[config.mk]
export PLATFORM = sky130hd
export DESIGN_NAME = canflt_top
export DESIGN_NICKNAME = d
export VERILOG_FILES = /design/src/rtl/canflt_pkg.sv /design/src/rtl/canflt_ctrl.sv /design/src/rtl/canflt_dp.sv /design/src/rtl/canflt_top.sv
export SDC_FILE = /design/constraint.sdc
export NUM_CORES = 1
export LEC_CHECK = 0
export CORE_UTILIZATION = 58
export DETAILED_ROUTE_END_ITERATION = 8
export PLACE_DENSITY = 0.8
export RECOVER_POWER = 50
export SETUP_SLACK_MARGIN = 0.3
export SYNTH_ARGS = -nofsm -noshare
export SYNTH_HDL_FRONTEND = slang
export SYNTH_SLANG_ARGS = --single-unit
[constraint.sdc]
create_clock -name clk -period 3.7 [get_ports clk]
set_clock_uncertainty 0.2 [all_clocks]
set_input_delay 1.11 -clock clk [delete_from_list [all_inputs] [get_ports clk]]
set_output_delay 1.11 -clock clk [all_outputs]
set_load 0.01 [all_outputs]
[src/rtl/canflt_pkg.sv]
package canflt_pkg;
  typedef struct packed {
    logic wrCode;
    logic wrMask;
    logic sample;
  } ctrlStrb_t;
endpackage

[src/rtl/canflt_ctrl.sv]
module canflt_ctrl
  import canflt_pkg::*;
(
  input  logic      initReq,
  input  logic      initAck,
  input  logic      cfgWrEn,
  input  logic      cfgSel,
  input  logic      idValid,
  output ctrlStrb_t strb
);
  logic inInit;

  always_comb begin
    inInit      = initReq & initAck;
    strb.wrCode = cfgWrEn & inInit & ~cfgSel;
    strb.wrMask = cfgWrEn & inInit & cfgSel;
    strb.sample = idValid;
  end
endmodule

[src/rtl/canflt_dp.sv]
module canflt_dp
  import canflt_pkg::*;
#(
  parameter int NUM_BANKS = 2,
  parameter int BANK_BYTES = 4,
  parameter int STD_BYTES = 2,
  parameter int BYTE_W = 8,
  localparam int TOTAL = NUM_BANKS * BANK_BYTES,
  localparam int AW = $clog2(TOTAL),
  localparam int HW = (NUM_BANKS > 1) ? $clog2(NUM_BANKS) : 1,
  localparam int IDW = BANK_BYTES * BYTE_W
)(
  input  logic              clk,
  input  logic              rstN,
  input  ctrlStrb_t         strb,
  input  logic              cfgSel,
  input  logic [AW-1:0]     cfgAddr,
  input  logic [BYTE_W-1:0] cfgWrData,
  output logic [BYTE_W-1:0] cfgRdData,
  input  logic [IDW-1:0]    idBytes,
  input  logic              idExt,
  output logic              rxAccept,
  output logic              rxDrop,
  output logic [HW-1:0]     hitBank,
  output logic [TOTAL*BYTE_W-1:0] codeFlat,
  output logic [TOTAL*BYTE_W-1:0] maskFlat
);
  logic [BYTE_W-1:0] codeQ [TOTAL];
  logic [BYTE_W-1:0] maskQ [TOTAL];
  logic [NUM_BANKS-1:0] bankHit;
  logic [HW-1:0] firstHit;

  genvar gi, gb, gk;
  generate
    for (gi = 0; gi < TOTAL; gi++) begin : g_reg
      always_ff @(posedge clk or negedge rstN) begin
        if (!rstN) begin
          codeQ[gi] <= '0;
          maskQ[gi] <= '0;
        end else begin
          if (strb.wrCode && cfgAddr == AW'(gi)) codeQ[gi] <= cfgWrData;
          if (strb.wrMask && cfgAddr == AW'(gi)) maskQ[gi] <= cfgWrData;
        end
      end
      assign codeFlat[gi*BYTE_W +: BYTE_W] = codeQ[gi];
      assign maskFlat[gi*BYTE_W +: BYTE_W] = maskQ[gi];
    end

    for (gb = 0; gb < NUM_BANKS; gb++) begin : g_bank
      logic [BANK_BYTES-1:0] byteOk;
      for (gk = 0; gk < BANK_BYTES; gk++) begin : g_byte
        localparam int IDX = gb * BANK_BYTES + gk;
        logic [BYTE_W-1:0] diff;
        assign diff = (idBytes[gk*BYTE_W +: BYTE_W] ^ codeQ[IDX]) & ~maskQ[IDX];
        if (gk < STD_BYTES) begin : g_always
          assign byteOk[gk] = ~|diff;
        end else begin : g_extOnly
          assign byteOk[gk] = ~idExt | ~|diff;
        end
      end
      assign bankHit[gb] = &byteOk;
    end
  endgenerate

  always_comb begin
    cfgRdData = cfgSel ? maskQ[cfgAddr] : codeQ[cfgAddr];
    firstHit = '0;
    for (int b = NUM_BANKS - 1; b >= 0; b--) begin
      if (bankHit[b]) firstHit = HW'(b);
    end
  end

  always_ff @(posedge clk or negedge rstN) begin
    if (!rstN) begin
      rxAccept <= 1'b0;
      rxDrop   <= 1'b0;
      hitBank  <= '0;
    end else begin
      rxAccept <= strb.sample & (|bankHit);
      rxDrop   <= strb.sample & ~(|bankHit);
      if (strb.sample) hitBank <= (|bankHit) ? firstHit : '0;
    end
  end
endmodule

[src/rtl/canflt_top.sv]
module canflt_top
  import canflt_pkg::*;
#(
  parameter int NUM_BANKS = 2,
  parameter int BANK_BYTES = 4,
  parameter int STD_BYTES = 2,
  parameter int BYTE_W = 8,
  localparam int TOTAL = NUM_BANKS * BANK_BYTES,
  localparam int AW = $clog2(TOTAL),
  localparam int HW = (NUM_BANKS > 1) ? $clog2(NUM_BANKS) : 1,
  localparam int IDW = BANK_BYTES * BYTE_W
)(
  input  logic              clk,
  input  logic              rstN,
  input  logic              initReq,
  input  logic              initAck,
  input  logic              cfgWrEn,
  input  logic              cfgSel,
  input  logic [AW-1:0]     cfgAddr,
  input  logic [BYTE_W-1:0] cfgWrData,
  output logic [BYTE_W-1:0] cfgRdData,
  input  logic [IDW-1:0]    idBytes,
  input  logic              idExt,
  input  logic              idValid,
  output logic              rxAccept,
  output logic              rxDrop,
  output logic [HW-1:0]     hitBank
);
  ctrlStrb_t strb;
  logic [TOTAL*BYTE_W-1:0] codeFlat;
  logic [TOTAL*BYTE_W-1:0] maskFlat;

  canflt_ctrl uCtrl (
    .initReq(initReq), .initAck(initAck), .cfgWrEn(cfgWrEn),
    .cfgSel(cfgSel), .idValid(idValid), .strb(strb)
  );

  canflt_dp #(
    .NUM_BANKS(NUM_BANKS), .BANK_BYTES(BANK_BYTES),
    .STD_BYTES(STD_BYTES), .BYTE_W(BYTE_W)
  ) uDp (
    .clk(clk), .rstN(rstN), .strb(strb), .cfgSel(cfgSel),
    .cfgAddr(cfgAddr), .cfgWrData(cfgWrData), .cfgRdData(cfgRdData),
    .idBytes(idBytes), .idExt(idExt), .rxAccept(rxAccept),
    .rxDrop(rxDrop), .hitBank(hitBank),
    .codeFlat(codeFlat), .maskFlat(maskFlat)
  );
endmodule

## Yosys cells after proc, flatten, opt, wreduce, memory -nomap -nowiden

Index checks and enable logic that the tools add are counted.

- Bits in registers: 131
- Latch bits: 0
- RAM bits: 0
- Bits in read-only memories: 0
- Input bits: 51
- Word-level logic and storage cells: 111
- Memories kept: 0

- $add $sub $neg: 0
- $mul: 0
- Div/mod/pow operators: 0
- Magnitude comparators: 1
- Equality and inequality tests: 7
- Shift-type cells: 0
- Multiplexer cells: 10
- Bitwise logic cells: 38
- Reductions and logical operators: 36

Operators by type and width:

| kind | count |
|---|---|
| AND 8 bit | 8 |
| NOT 8 bit | 8 |
| OR reduction 8 bit | 8 |
| XOR 8 bit | 8 |
| binary-select mux 8 bit (select 3 bit) | 2 |
| two-way mux 8 bit | 5 |
| logical AND 1 bit | 16 |
| == test 3 bit (second input constant) | 4 |
| zero test 1 bit | 8 |
| AND reduction 4 bit | 2 |
| AND 1 bit | 6 |
| == test 3 x 2 -> 1 bit (second input constant) | 2 |
| greater-or-equal comparator 4 bit (second input constant) | 1 |
| NOT 3 -> 4 bit | 1 |
| bitwise OR 1 bit | 4 |
| == test 3 x 1 -> 1 bit (second input constant) | 1 |
| zero test 3 bit | 1 |
| two-way mux 1 bit | 3 |
| NOT 1 bit | 3 |
| OR reduction 2 bit | 1 |

## Depth between registers and ports, before layout

- Word-level depth: 9
- Mapped depth: 6
- Mapped depth without buffers: 6

## Modules after synthesis

Synthesis repeated with hierarchy kept, for this count alone.

- Cell total of the unflattened synthesis: 464
- Area total of the unflattened synthesis: 6,896.6 µm²

By module, submodules not included:

| module | instances | cells an instance | area an instance (µm²) | sequential area each (µm²) |
|---|---|---|---|---|
| canflt_dp | 1 | 461 | 6,869.1 | 3,278.1 |
| canflt_ctrl | 1 | 3 | 27.5 | 0.0 |

## Least setup slack after synthesis

No wires, ideal clock.

- Kind: input to output
- From: input port cfgAddr[1]
- To: output port cfgRdData[6]
- Data arrival time: 2,402 ps
- Slack: -12 ps
- Cell stages on the path: 4
- Path buffers: 2
- Cells stage by stage: clkbuf_1 > clkbuf_1 > mux4_2 > mux4_2

- Word-level cells in the longest chain between the ends: 5
- Elaborated cells on any way between the ends: 8
- Classes of those cells: 7 x mux; 1 x bitwise

Ends and longest elaborated chain:

| what | line | source |
|---|---|---|
| start: declaration | canflt_top.sv:19 | `input logic [AW-1:0] cfgAddr,` |
| NOT 3 -> 4 bit (implied by the code) * | canflt_dp.sv:66 | `cfgRdData = cfgSel ? maskQ[cfgAddr] : codeQ[cfgAddr];` |
| binary-select mux 8 bit (select 3 bit) | canflt_dp.sv:66 |  |
| two-way mux 8 bit (implied by the code) (2 in series) | canflt_dp.sv:66 |  |
| two-way mux 8 bit * | canflt_dp.sv:66 |  |
| end: declaration | canflt_top.sv:21 | `output logic [BYTE_W-1:0] cfgRdData,` |

Every way passes the cells marked *; elsewhere a longest branch is shown, timed or not. The select of a mux whose other input is x is not followed.

## Worst setup path in the final report

- From: input port cfgAddr[0]
- To: output port cfgRdData[0]

The elaborated chain is that of the path after synthesis.

==> metrics.yaml <==
wire_per_inst_um: 27.62
yosys.area_share.simple: 0.03739
nets: 599
arrival_ps: 2540
irDropWorstVdd_v: 0.0004219
grt_pass1_vias: 5050
max_freq_ghz: 0.2599
placed_cells_incl_taps: 668
tightest_slew_ps: 1555
synth_compound_area_frac: 0.03286
syn_nets: 515
powerDensity_nw_per_um2: 516.4
p_seq_frac: 0.418
clk_pin_slew_worst_paths_ps: 50
gr-usage-all-layers: 0.3429
period_share: 1.040
reg2reg_slack_ps: 1170
hold-path-cell-count: 1
grt_use_met2: 0.5249
muxShareOfSynthArea: 0.3534
vias_per_cell: 6.619
slew_violations: 63
rsz0062_at_grt: "yes"
drtIter0Drc: 550
core_area_um2: 11520
vias: 4660
htreeDepth: 4
initial_core_util: 0.5985
final-seq-area_um2: 3278
final_cell_mix: "131 x dfrtp_1, 124 x mux2_2, 64 x xnor2_1, 49 x clkdlybuf4s50_1, 40 x mux4_2"
die-area_um2: 12320
max-slew-margin-rel: -0.03675
die_w_um: 111.0
area_growth_pct: 22.04
synthXorXnorAreaFrac: 0.08132
crit_fanout: 6
synth.distinct_cells: 32
status: "finished, violations left"
combPwrFrac: 0.183
finalNonFillerCells: 704
grt_pass1_wl_um: 30270
cts_tree: "yes"
drc_errors: 10
multi_input_area_um2: 3387
required_ps: 2390
ys_ff_latch: 131
yosysTopAreaCell: "dfrtp_1"
r2r_cells: 7
worst_hold_slack_ps: 333.5
hpwl_um: 13280
diodes: 0
synth_fa_ha_area_frac: 0
rows: 39
syn_avg_cell_area_um2: 14.86
final-setup-viol-count: 8
drive_gt1_frac: 0.4278
antenna_found_initial: 0
die_h_um: 111.0
drt_wl_total_um: 19440
synth_cells: 464
final.setup.worst_slack_ps: -147.7
final.setup.tns_ps: -1040
ys.warnings.count: 0
cts_buffer_depth: 2
cts_buffers: 17
met1_usage: 0.4521
grt-busiest-layer: "met2"
drv_cap: 1
leakagePower_uw: 0.003628
critPathLaunchType: "input pin"
cts_hold_buf: 0
synth.top_cell.area_share: 0.4756
synth_ff_type: "dfrtp_1"
ioPinCount: 62
grt_max_degree: 63
drt_pass1_iterations: 7
synthArstFlopShare: 1.000
clkPwrFrac: 0.399
switchingPower_uw: 1128
hold_class: "flop to flop"
fillers: 739
synth_area_leaders: "dfrtp_1 48%, mux2_2 20%, mux4_1 9.5%"
clock_sinks: 131
min_period_ps: 3848
ys_seq_area_frac: 0.4756
gp_congestion: 0.9151
ant_nets: 0
switching_share: 0.2597
violations: "design-rule violations, max-capacitance violations, max-slew violations, negative setup slack"
grt_overflow: 0
syn_area_um2: 6893
met3_usage: 0.09131
clk_latency_ps: 420
crit_path_end_kind: "output pin"
hold_viol_final: 0
crit_type: "input pin to output pin"
p_int_uw: 3216
synth_top_family_by_area: "multiplexers"
synth_edf_count: 0
port_buffers: 61
layout_commonest_cell: "dfrtp_1"
clockRootBuffer: "clkbuf_16"
## synth_stat cells (2+ instances only)
cell type,count
nand2_1,10
buf_6,3
mux4_1,25
xnor2_1,64
nor2b_1,2
mux2_1,4
mux4_2,15
o22ai_1,33
buf_2,5
nor2_1,2
nand3_1,3
nand2b_1,2
nor4_1,8
clkbuf_1,12
inv_1,2
nor2_4,2
nor2_2,4
dfrtp_1,131
mux2_2,124
## final cells by class
cell class                      count  share of cell area
Timing Repair Buffer               87              0.1124
Clock buffer                       23             0.05801
Tap cell                          143             0.02127
Multi-Input combinational cell    309              0.4026
Inverter                            2           0.0008925
Clock inverter                      9             0.01502
Sequential cell                   131              0.3897
## final timing paths
check / to / from
min reg2reg: uDp.maskFlat[23] / uDp.maskFlat[23]
min: uDp.maskFlat[23] / uDp.maskFlat[23]
max reg2reg: uDp.hitBank / uDp.codeFlat[50]
min in group asynchronous: uDp.maskFlat[48] / rstN
max in group asynchronous: uDp.codeFlat[46] / rstN
max: cfgRdData[0] / cfgAddr[0]
## logic make-up after synthesis
family          count (synthesis)
flops                         131
buf+inv                        24
xor+xnor                       64
compound gates                 36
mux                           168
simple gates                   41
## worst max-delay path, stage by stage
cell and delay (ps):
buf_16 140, buf_16 140, mux4_2 500, mux4_2 500, buf_6 140
## power groups by stage
stage,combinational (uW),clock (uW),sequential [uW]
after CTS,789,1740,1810
after global routing,842,1820,1830
after detailed placement,770,0,1830
final,797,1730,1810
after floorplan,511,0,1750
after global placement,746,0,1820
## metal layers
| metal | vias up | part of all wire |
|---|---|---|
| li1 | 1925 | - |
| met1 | 2399 | 0.39 |
| met4 | 0 | 0.045 |
| met3 | 65 | 0.087 |
| met2 | 271 | 0.48 |
| met5 | - | 0 |
## stage by stage
stage | setup WS (ps) | power (uW) | utilization | area (um^2)
2_1_floorplan | 56.60 | 2265 | - | 6840
3_3_place_gp | -629.3 | 2561 | 0.6706 | 7722
3_5_place_dp | -635.3 | 2595 | 0.6706 | 7722
4_1_cts | -145.4 | 4337 | 0.7312 | 8421
5_1_grt | -171.8 | 4487 | 0.7304 | 8412
6_report | -147.7 | 4344 | 0.7304 | 8412
## repair_timing
item | 4_1_cts | 5_1_grt
setup endpoints to repair | 8 | 8
setup buffers | 1 | 0
pin swaps | 0 | 0
gates resized for setup | 45 | 2
gates cloned | 3 | 0
## state kept, by name, indices dropped and copies added (netlist names)
name          count
uDp.codeFlat     64
uDp.maskFlat     64
uDp.hitBank       1
uDp.rxAccept      1
uDp.rxDrop        1
Note: power is estimated with default switching activity, not from simulation.
